==> src/rtl/wdog_pkg.sv <==
package wdog_pkg;
  localparam int CNT_W = 11;          // log2 of the longest period
  localparam int PER_W = CNT_W + 1;
  localparam int PRE_W = 8;           // log2 of the largest divider
  localparam int CFG_W = 13;

  typedef struct packed {
    logic       sleep_hold;
    logic       act_reset;
    logic [1:0] win_start;
    logic [1:0] win_end;
    logic [3:0] div_sel;
    logic [1:0] per_sel;
    logic       stop_boot;
  } wd_cfg_t;

  function automatic logic [PER_W-1:0] period_of(input logic [1:0] sel);
    case (sel)
      2'd0:    return PER_W'(1) << 7;
      2'd1:    return PER_W'(1) << 9;
      2'd2:    return PER_W'(1) << 10;
      default: return PER_W'(1) << 11;
    endcase
  endfunction

  // divider minus one; reserved codes divide by one
  function automatic logic [PRE_W-1:0] div_limit(input logic [3:0] sel);
    case (sel)
      4'd1:    return PRE_W'(15);
      4'd2:    return PRE_W'(31);
      4'd3:    return PRE_W'(63);
      4'd4:    return PRE_W'(127);
      4'd5:    return PRE_W'(255);
      default: return '0;
    endcase
  endfunction
endpackage

==> src/rtl/wdog_prescaler.sv <==
module wdog_prescaler #(
  parameter int W = 8
) (
  input  logic         clk,
  input  logic         rst_n,
  input  logic         run,
  input  logic         restart,
  input  logic [W-1:0] limit,
  output logic         tick
);
  logic [W-1:0] pre;

  assign tick = run && (pre == limit);

  always_ff @(posedge clk or negedge rst_n) begin
    if (!rst_n)       pre <= '0;
    else if (restart) pre <= '0;
    else if (run)     pre <= (pre == limit) ? '0 : pre + 1'b1;
  end
endmodule

==> src/rtl/wdog_window.sv <==
module wdog_window #(
  parameter int CW = 11
) (
  input  logic [CW:0]   period,
  input  logic [1:0]    start_sel,
  input  logic [1:0]    end_sel,
  input  logic [CW-1:0] cnt,
  output logic          in_win
);
  logic [CW:0] qtr, half, three_q, start_pos, end_raw, end_pos, cnt_x;

  always_comb begin
    qtr     = period >> 2;
    half    = period >> 1;
    three_q = qtr + half;
    case (start_sel)
      2'd0:    start_pos = qtr;
      2'd1:    start_pos = half;
      2'd2:    start_pos = three_q;
      default: start_pos = period;
    endcase
    case (end_sel)
      2'd0:    end_raw = three_q;
      2'd1:    end_raw = half;
      2'd2:    end_raw = qtr;
      default: end_raw = '0;
    endcase
    end_pos = (end_raw >= start_pos) ? '0 : end_raw;
    cnt_x   = {1'b0, cnt};
    in_win  = (cnt_x < start_pos) && (cnt_x >= end_pos);
  end
endmodule

==> src/rtl/wdog_refresh_seq.sv <==
module wdog_refresh_seq (
  input  logic       clk,
  input  logic       rst_n,
  input  logic       wr_en,
  input  logic [7:0] wr_data,
  output logic       refresh
);
  logic armed;

  assign refresh = wr_en && armed && (wr_data == 8'hFF);

  always_ff @(posedge clk or negedge rst_n) begin
    if (!rst_n)     armed <= 1'b0;
    else if (wr_en) armed <= (wr_data == 8'h00);
  end
endmodule

==> src/rtl/wdog_windowed.sv <==
module wdog_windowed
  import wdog_pkg::*;
(
  input  logic             clk,
  input  logic             rst_n,
  input  logic             boot_mode,
  input  logic [CFG_W-1:0] cfg_word,
  input  logic             wr_en,
  input  logic [7:0]       wr_data,
  input  logic             sleep,
  input  logic             flag_wr_en,
  input  logic [1:0]       flag_wr_data,
  output logic [CNT_W-1:0] count,
  output logic             running,
  output logic             stat_uflow,
  output logic             stat_rerr,
  output logic             nmi_req,
  output logic             rst_req
);
  wd_cfg_t          cfg_q, cfg_in;
  logic             cfg_vld;
  logic [PER_W-1:0] period;
  logic [PRE_W-1:0] limit;
  logic             tick, refresh, in_win;
  logic             ok_refresh, bad_refresh, start_now, uflow, action, reload;

  assign cfg_in = boot_mode ? wd_cfg_t'('1) : wd_cfg_t'(cfg_word);
  assign period = period_of(cfg_q.per_sel);
  assign limit  = div_limit(cfg_q.div_sel);

  wdog_prescaler #(.W(PRE_W)) u_pre (
    .clk(clk), .rst_n(rst_n),
    .run(running && !(sleep && cfg_q.sleep_hold)),
    .restart(reload), .limit(limit), .tick(tick)
  );

  wdog_window #(.CW(CNT_W)) u_win (
    .period(period), .start_sel(cfg_q.win_start), .end_sel(cfg_q.win_end),
    .cnt(count), .in_win(in_win)
  );

  wdog_refresh_seq u_seq (
    .clk(clk), .rst_n(rst_n), .wr_en(wr_en), .wr_data(wr_data), .refresh(refresh)
  );

  assign ok_refresh  = refresh && running && in_win;
  assign bad_refresh = refresh && running && !in_win;
  assign start_now   = refresh && !running && cfg_vld && !rst_req;
  assign uflow       = tick && (count == '0) && !ok_refresh;
  assign action      = uflow || bad_refresh;
  assign reload      = ok_refresh || start_now || (action && !cfg_q.act_reset);

  always_ff @(posedge clk or negedge rst_n) begin
    if (!rst_n) begin
      cfg_q   <= wd_cfg_t'('1);
      cfg_vld <= 1'b0;
      running <= 1'b0;
      count   <= '0;
      nmi_req <= 1'b0;
      rst_req <= 1'b0;
    end else begin
      nmi_req <= action && !cfg_q.act_reset;
      if (!cfg_vld) begin
        cfg_q   <= cfg_in;
        cfg_vld <= 1'b1;
        running <= !cfg_in.stop_boot;
        count   <= CNT_W'(period_of(cfg_in.per_sel) - 1'b1);
      end else begin
        if (action && cfg_q.act_reset) begin
          rst_req <= 1'b1;
          running <= 1'b0;
        end else if (start_now) begin
          running <= 1'b1;
        end
        if (reload)                count <= CNT_W'(period - 1'b1);
        else if (tick && !action)  count <= count - 1'b1;
      end
    end
  end

  always_ff @(posedge clk or negedge rst_n) begin
    if (!rst_n) begin
      stat_uflow <= 1'b0;
      stat_rerr  <= 1'b0;
    end else begin
      if (uflow)                                  stat_uflow <= 1'b1;
      else if (flag_wr_en && !flag_wr_data[0])    stat_uflow <= 1'b0;
      if (bad_refresh)                            stat_rerr  <= 1'b1;
      else if (flag_wr_en && !flag_wr_data[1])    stat_rerr  <= 1'b0;
    end
  end
endmodule

==> config.mk <==
export PLATFORM = sky130hd
export DESIGN_NAME = wdog_windowed
export DESIGN_NICKNAME = d
export VERILOG_FILES = /design/src/rtl/wdog_pkg.sv /design/src/rtl/wdog_prescaler.sv /design/src/rtl/wdog_window.sv /design/src/rtl/wdog_refresh_seq.sv /design/src/rtl/wdog_windowed.sv
export SDC_FILE = /design/constraint.sdc
export NUM_CORES = 1
export LEC_CHECK = 0
export BUFFER_PORTS_ARGS = -buffer_cell sky130_fd_sc_hd__buf_2
export CAP_MARGIN = 20
export CORE_UTILIZATION = 56
export CTS_BUF_LIST = sky130_fd_sc_hd__clkbuf_8
export CTS_CLUSTER_DIAMETER = 50
export DETAILED_ROUTE_END_ITERATION = 10
export PLACE_DENSITY = 0.91
export SLEW_MARGIN = 40
export SYNTH_ARGS = -nofsm -noshare
export SYNTH_HDL_FRONTEND = slang
export SYNTH_HIERARCHICAL = 1
export SYNTH_SLANG_ARGS = --single-unit
==> constraint.sdc <==
create_clock -name clk -period 5.6 [get_ports clk]
set_clock_uncertainty 0.05 [all_clocks]
set_input_delay 0.56 -clock clk [delete_from_list [all_inputs] [get_ports clk]]
set_output_delay 0.56 -clock clk [all_outputs]
set_load 0.05 [all_outputs]
# [Yosys cells after proc, flatten, opt, wreduce, memory -nomap -nowiden]
# Index checks and enable logic that the tools add are counted.
# W data, S select, Z words.
[word_totals] register_bits=38 latchBits=0 ramBits=0 romBits=0 inputBits=29 out_inout_bits=16 wordCells=103 memories=0
[op_classes] addsub=5 mul=0 div=0 magnitude_cmp=3 n_eq_ne=17 n_shift=0 n_mux=21 bitwise_logic=0 n_reduce_logical=42
[ops] operator="$pmux W12 S3" count=3
[ops] operator="$mux W11" count=4
[ops] operator="$pmux W8 S5" count=1
[ops] operator="$pmux W11 S3" count=1
[ops] operator="$sub A11 B1 Y11 const B" count=3
[ops] operator="$mux W8" count=3
[ops] operator="$logic_and A1 B1 Y1" count=19
[ops] operator="$mux W13" count=1
[ops] operator="$add A10 B11 Y12" count=1
[ops] operator="$ge A11 B12 Y1" count=1
[ops] operator="$ge A12 B12 Y1" count=1
[ops] operator="$lt A11 B12 Y1" count=1
[ops] operator="$mux W12" count=1
[ops] operator="$logic_not A11 Y1" count=1
[ops] operator="$logic_not A1 Y1" count=10
[ops] operator="$add A8 B1 Y8 const B" count=1
[ops] operator="$eq A2 B1 Y1 const B" count=4
[ops] operator="$eq A2 B2 Y1 const B" count=4
[ops] operator="$eq A4 B2 Y1 const B" count=2
[ops] operator="$eq A4 B3 Y1 const B" count=2
[ops] operator="$eq A8 B8 Y1" count=1
[ops] operator="$eq A8 B8 Y1 const B" count=1
[ops] operator="$logic_not A2 Y1" count=4
[ops] operator="$logic_not A8 Y1" count=1
[ops] operator="6 further kinds" count=17

# [Depth between registers and ports, before layout]
[depth] ltp_word=17 mapped_depth=33 depth_no_buf=31

# [By module]
# Netlist, hierarchy kept.
[by_module_without_submodules] module="wdog_window" n_inst=1 cells_each=230 area_each_um2=1806.7 seq_area_each_um2=0.0
[by_module_without_submodules] module="wdog_windowed" n_inst=1 cells_each=189 area_each_um2=1744.2 seq_area_each_um2=740.7
[by_module_without_submodules] module="wdog_prescaler" n_inst=1 cells_each=58 area_each_um2=530.5 seq_area_each_um2=200.2
[by_module_without_submodules] module="wdog_refresh_seq" n_inst=1 cells_each=9 area_each_um2=86.3 seq_area_each_um2=25.0

# [Worst setup path before layout]
# No wires, ideal clock.
[synth_path] path_type="register to register" from="register cfg_q[2] (netlist bit)" to="register count[10]" arrival_time_ns=5.802 required_ns=5.458 setup_slack_ns=-0.343 stages_incl_launch_ff=32 path_buffers=2 period_less_slack_ns=5.943 cell_sequence="dfstp_2 inv_1 nor2_1 inv_1 ha_1 xor2_1 mux4_2 inv_1 ha_1 a21o_1 a21o_1 a21oi_1 o21a_1 clkbuf_1 nand2_1 ha_1 nand4_1 nor2_1 o31ai_1 a31oi_1 o211a_1 nand3b_1 o211ai_1 o31a_4 nand2_1 ha_1 buf_4 nor4b_2 nand4_1 a2111oi_2 xnor2_1 o31ai_2"
[synth_between] elab_chain_len=16 elab_cells_between_ends=27 classes_between="add/sub (2); order compare (3); eq/ne (3); mux (6); reduce/logical (13)"
[synth_lines] element="from (decl)" line_no="wdog_windowed.sv:20" source="wd_cfg_t cfg_q, cfg_in;"
[synth_lines] element="from (signal assigned)" line_no="wdog_windowed.sv:55" source="cfg_q <= wd_cfg_t'('1);"
[synth_lines] element="from (signal assigned)" line_no="wdog_windowed.sv:64" source="cfg_q <= cfg_in;"
[synth_lines] element="$eq A2 B2 Y1 (tied with other cells)" line_no="wdog_pkg.sv:18" source="case (sel)"
[synth_lines] element="$pmux W12 S3 *" line_no="wdog_pkg.sv:18"
[synth_lines] element="net period[10]" line_no="wdog_windowed.sv:22" source="logic [PER_W-1:0] period;"
[synth_lines] element="$add A10 B11 Y12" line_no="wdog_window.sv:15" source="three_q = qtr + half;"
[synth_lines] element="$pmux W12 S3, on equally long branches" line_no="wdog_window.sv:22, wdog_window.sv:16"
[synth_lines] element="$ge A12 B12 Y1" line_no="wdog_window.sv:28" source="end_pos = (end_raw >= start_pos) ? '0 : end_raw;"
[synth_lines] element="$mux W12" line_no="wdog_window.sv:28"
[synth_lines] element="$ge A11 B12 Y1" line_no="wdog_window.sv:30" source="in_win = (cnt_x < start_pos) && (cnt_x >= end_pos);"
[synth_lines] element="[... 1 more ...]"
[synth_lines] element="net in_win" line_no="wdog_windowed.sv:24" source="logic tick, refresh, in_win;"
[synth_lines] element="$logic_and A1 B1 Y1" line_no="wdog_windowed.sv:46" source="assign ok_refresh = refresh && running && in_win;"
[synth_lines] element="$logic_not A1 Y1" line_no="wdog_windowed.sv:49" source="assign uflow = tick && (count == '0) && !ok_refresh;"
[synth_lines] element="$logic_and A1 B1 Y1" line_no="wdog_windowed.sv:49"
[synth_lines] element="$logic_or A1 B1 Y1" line_no="wdog_windowed.sv:50" source="assign action = uflow || bad_refresh;"
[synth_lines] element="$logic_and A1 B1 Y1" line_no="wdog_windowed.sv:51" source="assign reload = ok_refresh || start_now || (action && !cfg_q.act_reset);"
[synth_lines] element="$logic_or A1 B1 Y1" line_no="wdog_windowed.sv:51"
[synth_lines] element="$mux W11" line_no="wdog_windowed.sv:75" source="if (reload) count <= CNT_W'(period - 1'b1);"
[synth_lines] element="$mux W11" line_no="wdog_windowed.sv:63" source="if (!cfg_vld) begin"
[synth_lines] element="to (signal assigned)" line_no="wdog_windowed.sv:67" source="count <= CNT_W'(period_of(cfg_in.per_sel) - 1'b1);"
[synth_lines] element="to (signal assigned)" line_no="wdog_windowed.sv:75"
[synth_lines] element="to (signal assigned)" line_no="wdog_windowed.sv:76" source="else if (tick && !action) count <= count - 1'b1;"
[synth_lines] element="to (decl)" line_no="wdog_windowed.sv:13" source="output logic [CNT_W-1:0] count,"
# Mark *: on every way through the listed nets, which the timed path passes. The rest lies on a longest branch.
# A chain may end at the register's enable or synchronous reset.

# [Worst setup path in the final report]
# Ends and elaborated chain as after synthesis.

==> flow_summary.yaml <==
placement:
  portBuffers: 44
  gp_congestion: 0.902
  dp_hpwl_um: 8240
  place_ws_ps: -214
power_and_ir_drop:
  power_density_mw_per_mm2: 211
  peakVddDrop_uv: 114
  total_power_mw: 1.12
  p_leak_nw: 2.32
cells_and_area:
  final_cell_mix: "nand2_1 (52), conb_1 (50), buf_2 (43)"
  antennaDiodeCount: 0
  top_regs: "cfg_q (12), count (11), u_pre/pre (8)"
  largest-register: "cfg_q"
  multi_input_area_mm2: 0.00351
  layout.nets: 680
  syn_to_final_growth_pct: 27.3
  seqCellArea_um2: 966
  layout_commonest_cell: "nand2_1"
  largest_register_ffs: 12
  nFillCells: 506
  finish.utilization: 0.736
  drive_gt1_frac: 0.309
global_routing:
  grt.total_usage: 0.296
  grt_busiest_layer: "met2"
  antenna_found_initial: 0
  grt_use_met2: 0.529
  overflow: 0
  met1_usage: 0.350
  use_met3: 0.0429
  grt_max_degree: 41
  grt_pass1_wl_um: 18200
  grt_pass1_vias: 4044
setup_path:
  crit_path_max_fanout: 8
  crit_path_start_kind: "flip-flop"
  worstSetupEndpointType: "flip-flop"
  cpMaxStageDelayCell: "dfstp_2"
  cp_data_required_time_ps: 5710
  crit_path_max_incr_delay_ps: 590
  critPathKind: "flip-flop to flip-flop"
  critPathArrivalTime_ps: 6060
floorplan:
  die_area_mm2: 0.00779
  initial_core_util: 0.578
  num_rows: 31
  die_h_um: 88.3
  pin_count: 45
  die_x_um: 88.3
  coreArea_mm2: 0.00721
clock_tree:
  cts.sinks: 38
  clk_latency_ps: 300
  cts_tree: "done"
  cts-hold-fix-buffers: 0
  h-tree-depth: 2
  clockRootBuffer: "clkbuf_8"
  clk_pin_slew_ps: 90
  cts_max_path_buffers: 2
  cts_made_buffers: 5
sta:
  slew_headroom: 0.378
  post-route-period-util: 1.06
  final-hold-violation-count: 0
  setup_viol_count_final: 13
  min_period_ps: 5950
  worst_pin_slew_ps: 925
  fin_ws_ps: -354
  slew_violations: 0
  fmax_mhz: 168
  rsz0062_at_grt: "yes"
logic_synthesis:
  ys_ff_latch: 38
  synth_compound_area_frac: 0.236
  synth_ff_type: "dfrtp_1"
  synth_area_mm2: 0.00417
  synthAdderAreaFrac: 0.143
  yosysUniqueCellTypes: 83
  yosys_warnings: 6
  yosysSeqAreaShare: 0.232
  syn_inst: 486
  muxShareOfSynthArea: 0.0603
  synth-xor-area-share: 0.0462
  async_flop_share: 1.00
  synth-edff-count: 0
  synth_top_family_by_area: "compound AO/OA/AOI/OAI gates"
  syn-mean-instance-area_um2: 8.58
  synthSimpleGateAreaFrac: 0.234
route:
  wl_per_cell_um: 17.2
  first_iter_violations: 271
  via_per_inst: 6.11
  wl_um: 12100
  dr.pass1.iters: 6
  routed-via-count: 4302
  drc: 0
  drtAntennaViolNets: 0
run_status:
  status: "complete, but fails checks"
  violations: "negative setup slack"
run:
  drv_cap: 0
hold_path:
  hold_class: "primary input to asynchronous set/reset pin"
-- logic make-up after synthesis --
logic type,count (synthesis)
AND/OR/NAND/NOR,182
other,2
AO/OA/AOI/OAI,139
XOR/XNOR,22
multiplexers,15
flip-flops,38
adder cells (fa/ha/maj),47
buffers and inverters,41
-- layer usage --
| metal | vias up | share of wire |
|---|---|---|
| met1 | 2047 | 0.39 |
| met3 | 56 | 0.064 |
| met2 | 213 | 0.51 |
| met4 | 0 | 0.036 |
| li1 | 1986 | - |
| met5 | - | 0 |
-- cells in the mapped netlist (4+ instances only) --
master    count  share of area
a211oi_1     10          0.018
a21o_1        5         0.0090
a21oi_1      25          0.030
a31oi_1       4         0.0060
and2_1        5         0.0075
clkbuf_1     10         0.0090
dfrtp_1      26           0.16
dfstp_2      12          0.076
ha_1         46           0.14
inv_1        23          0.021
mux2i_1       6          0.014
mux4_2        8          0.043
nand2_1      58          0.052
nand2b_1      4         0.0060
nand3_1       8         0.0096
nand3b_1      4         0.0072
nand4_1      11          0.017
nor2_1       38          0.034
nor2b_1       9          0.014
nor3_1       14          0.017
o211ai_1      4         0.0072
o21a_1        8          0.014
o21ai_0      37          0.044
o31ai_1       6          0.011
xnor2_1      17          0.036
xor2_1        5          0.011
-- power breakdown --
part           switching [mW]  total [mW]  internal [mW]  leakage (nW)
Clock                   0.107       0.206         0.0995        0.0515
Sequential             0.0518       0.358          0.306         0.401
Combinational           0.294       0.558          0.264          1.87
-- critical path: cells and delay by family, from the launching register on --
kind / cells / cell delay (ps)
flops: 1 / 590
xor+xnor: 1 / 110
buf+inv: 6 / 660
compound gates: 13 / 2520
fa+ha+maj: 4 / 1020
simple gates: 6 / 850
-- final timing paths --
kind	start	end	depth (start not counted)	slack (ps)
hold reg to reg	stat_uflow	stat_uflow	2	450
hold / removal	rst_n	count[2]	1	160
max in group asynchronous	rst_n	cfg_q[10]	1	4970
setup reg to reg	cfg_q[2]	count[10]	30	-350
min in group clk	flag_wr_data[1]	stat_rerr	3	450
setup / recovery	cfg_q[2]	count[10]	30	-350
-- through the flow --
step | hold WS [ps] | std cells | setup TNS (ps) | instance area, um^2
2_1_floorplan | 214 | 534 | 0 | 4380
3_3_place_gp | 431 | 677 | 0 | 4740
3_5_place_dp | 441 | 677 | -797 | 4740
4_1_cts | 333 | 696 | -50.2 | 5060
5_1_grt | 200 | 704 | -5530 | 5310
6_report | 162 | 704 | -1850 | 5310
-- area by class of cell --
class / count / share of cell area
timing repair buffer: 80 / 0.0978
sequential: 38 / 0.182
tap: 99 / 0.0233
multi-input combinational: 455 / 0.661
clock inverter: 2 / 0.00212
clock buffer: 6 / 0.0156
inverter: 24 / 0.0179
-- what timing repair did --
item | in CTS | in global routing
resized for setup | 30 | 36
pin swaps | 19 | 23
buffers inserted | 11 | 8
setup endpoints to repair | 8 | 19
Note: power is estimated with default switching activity, not from simulation.
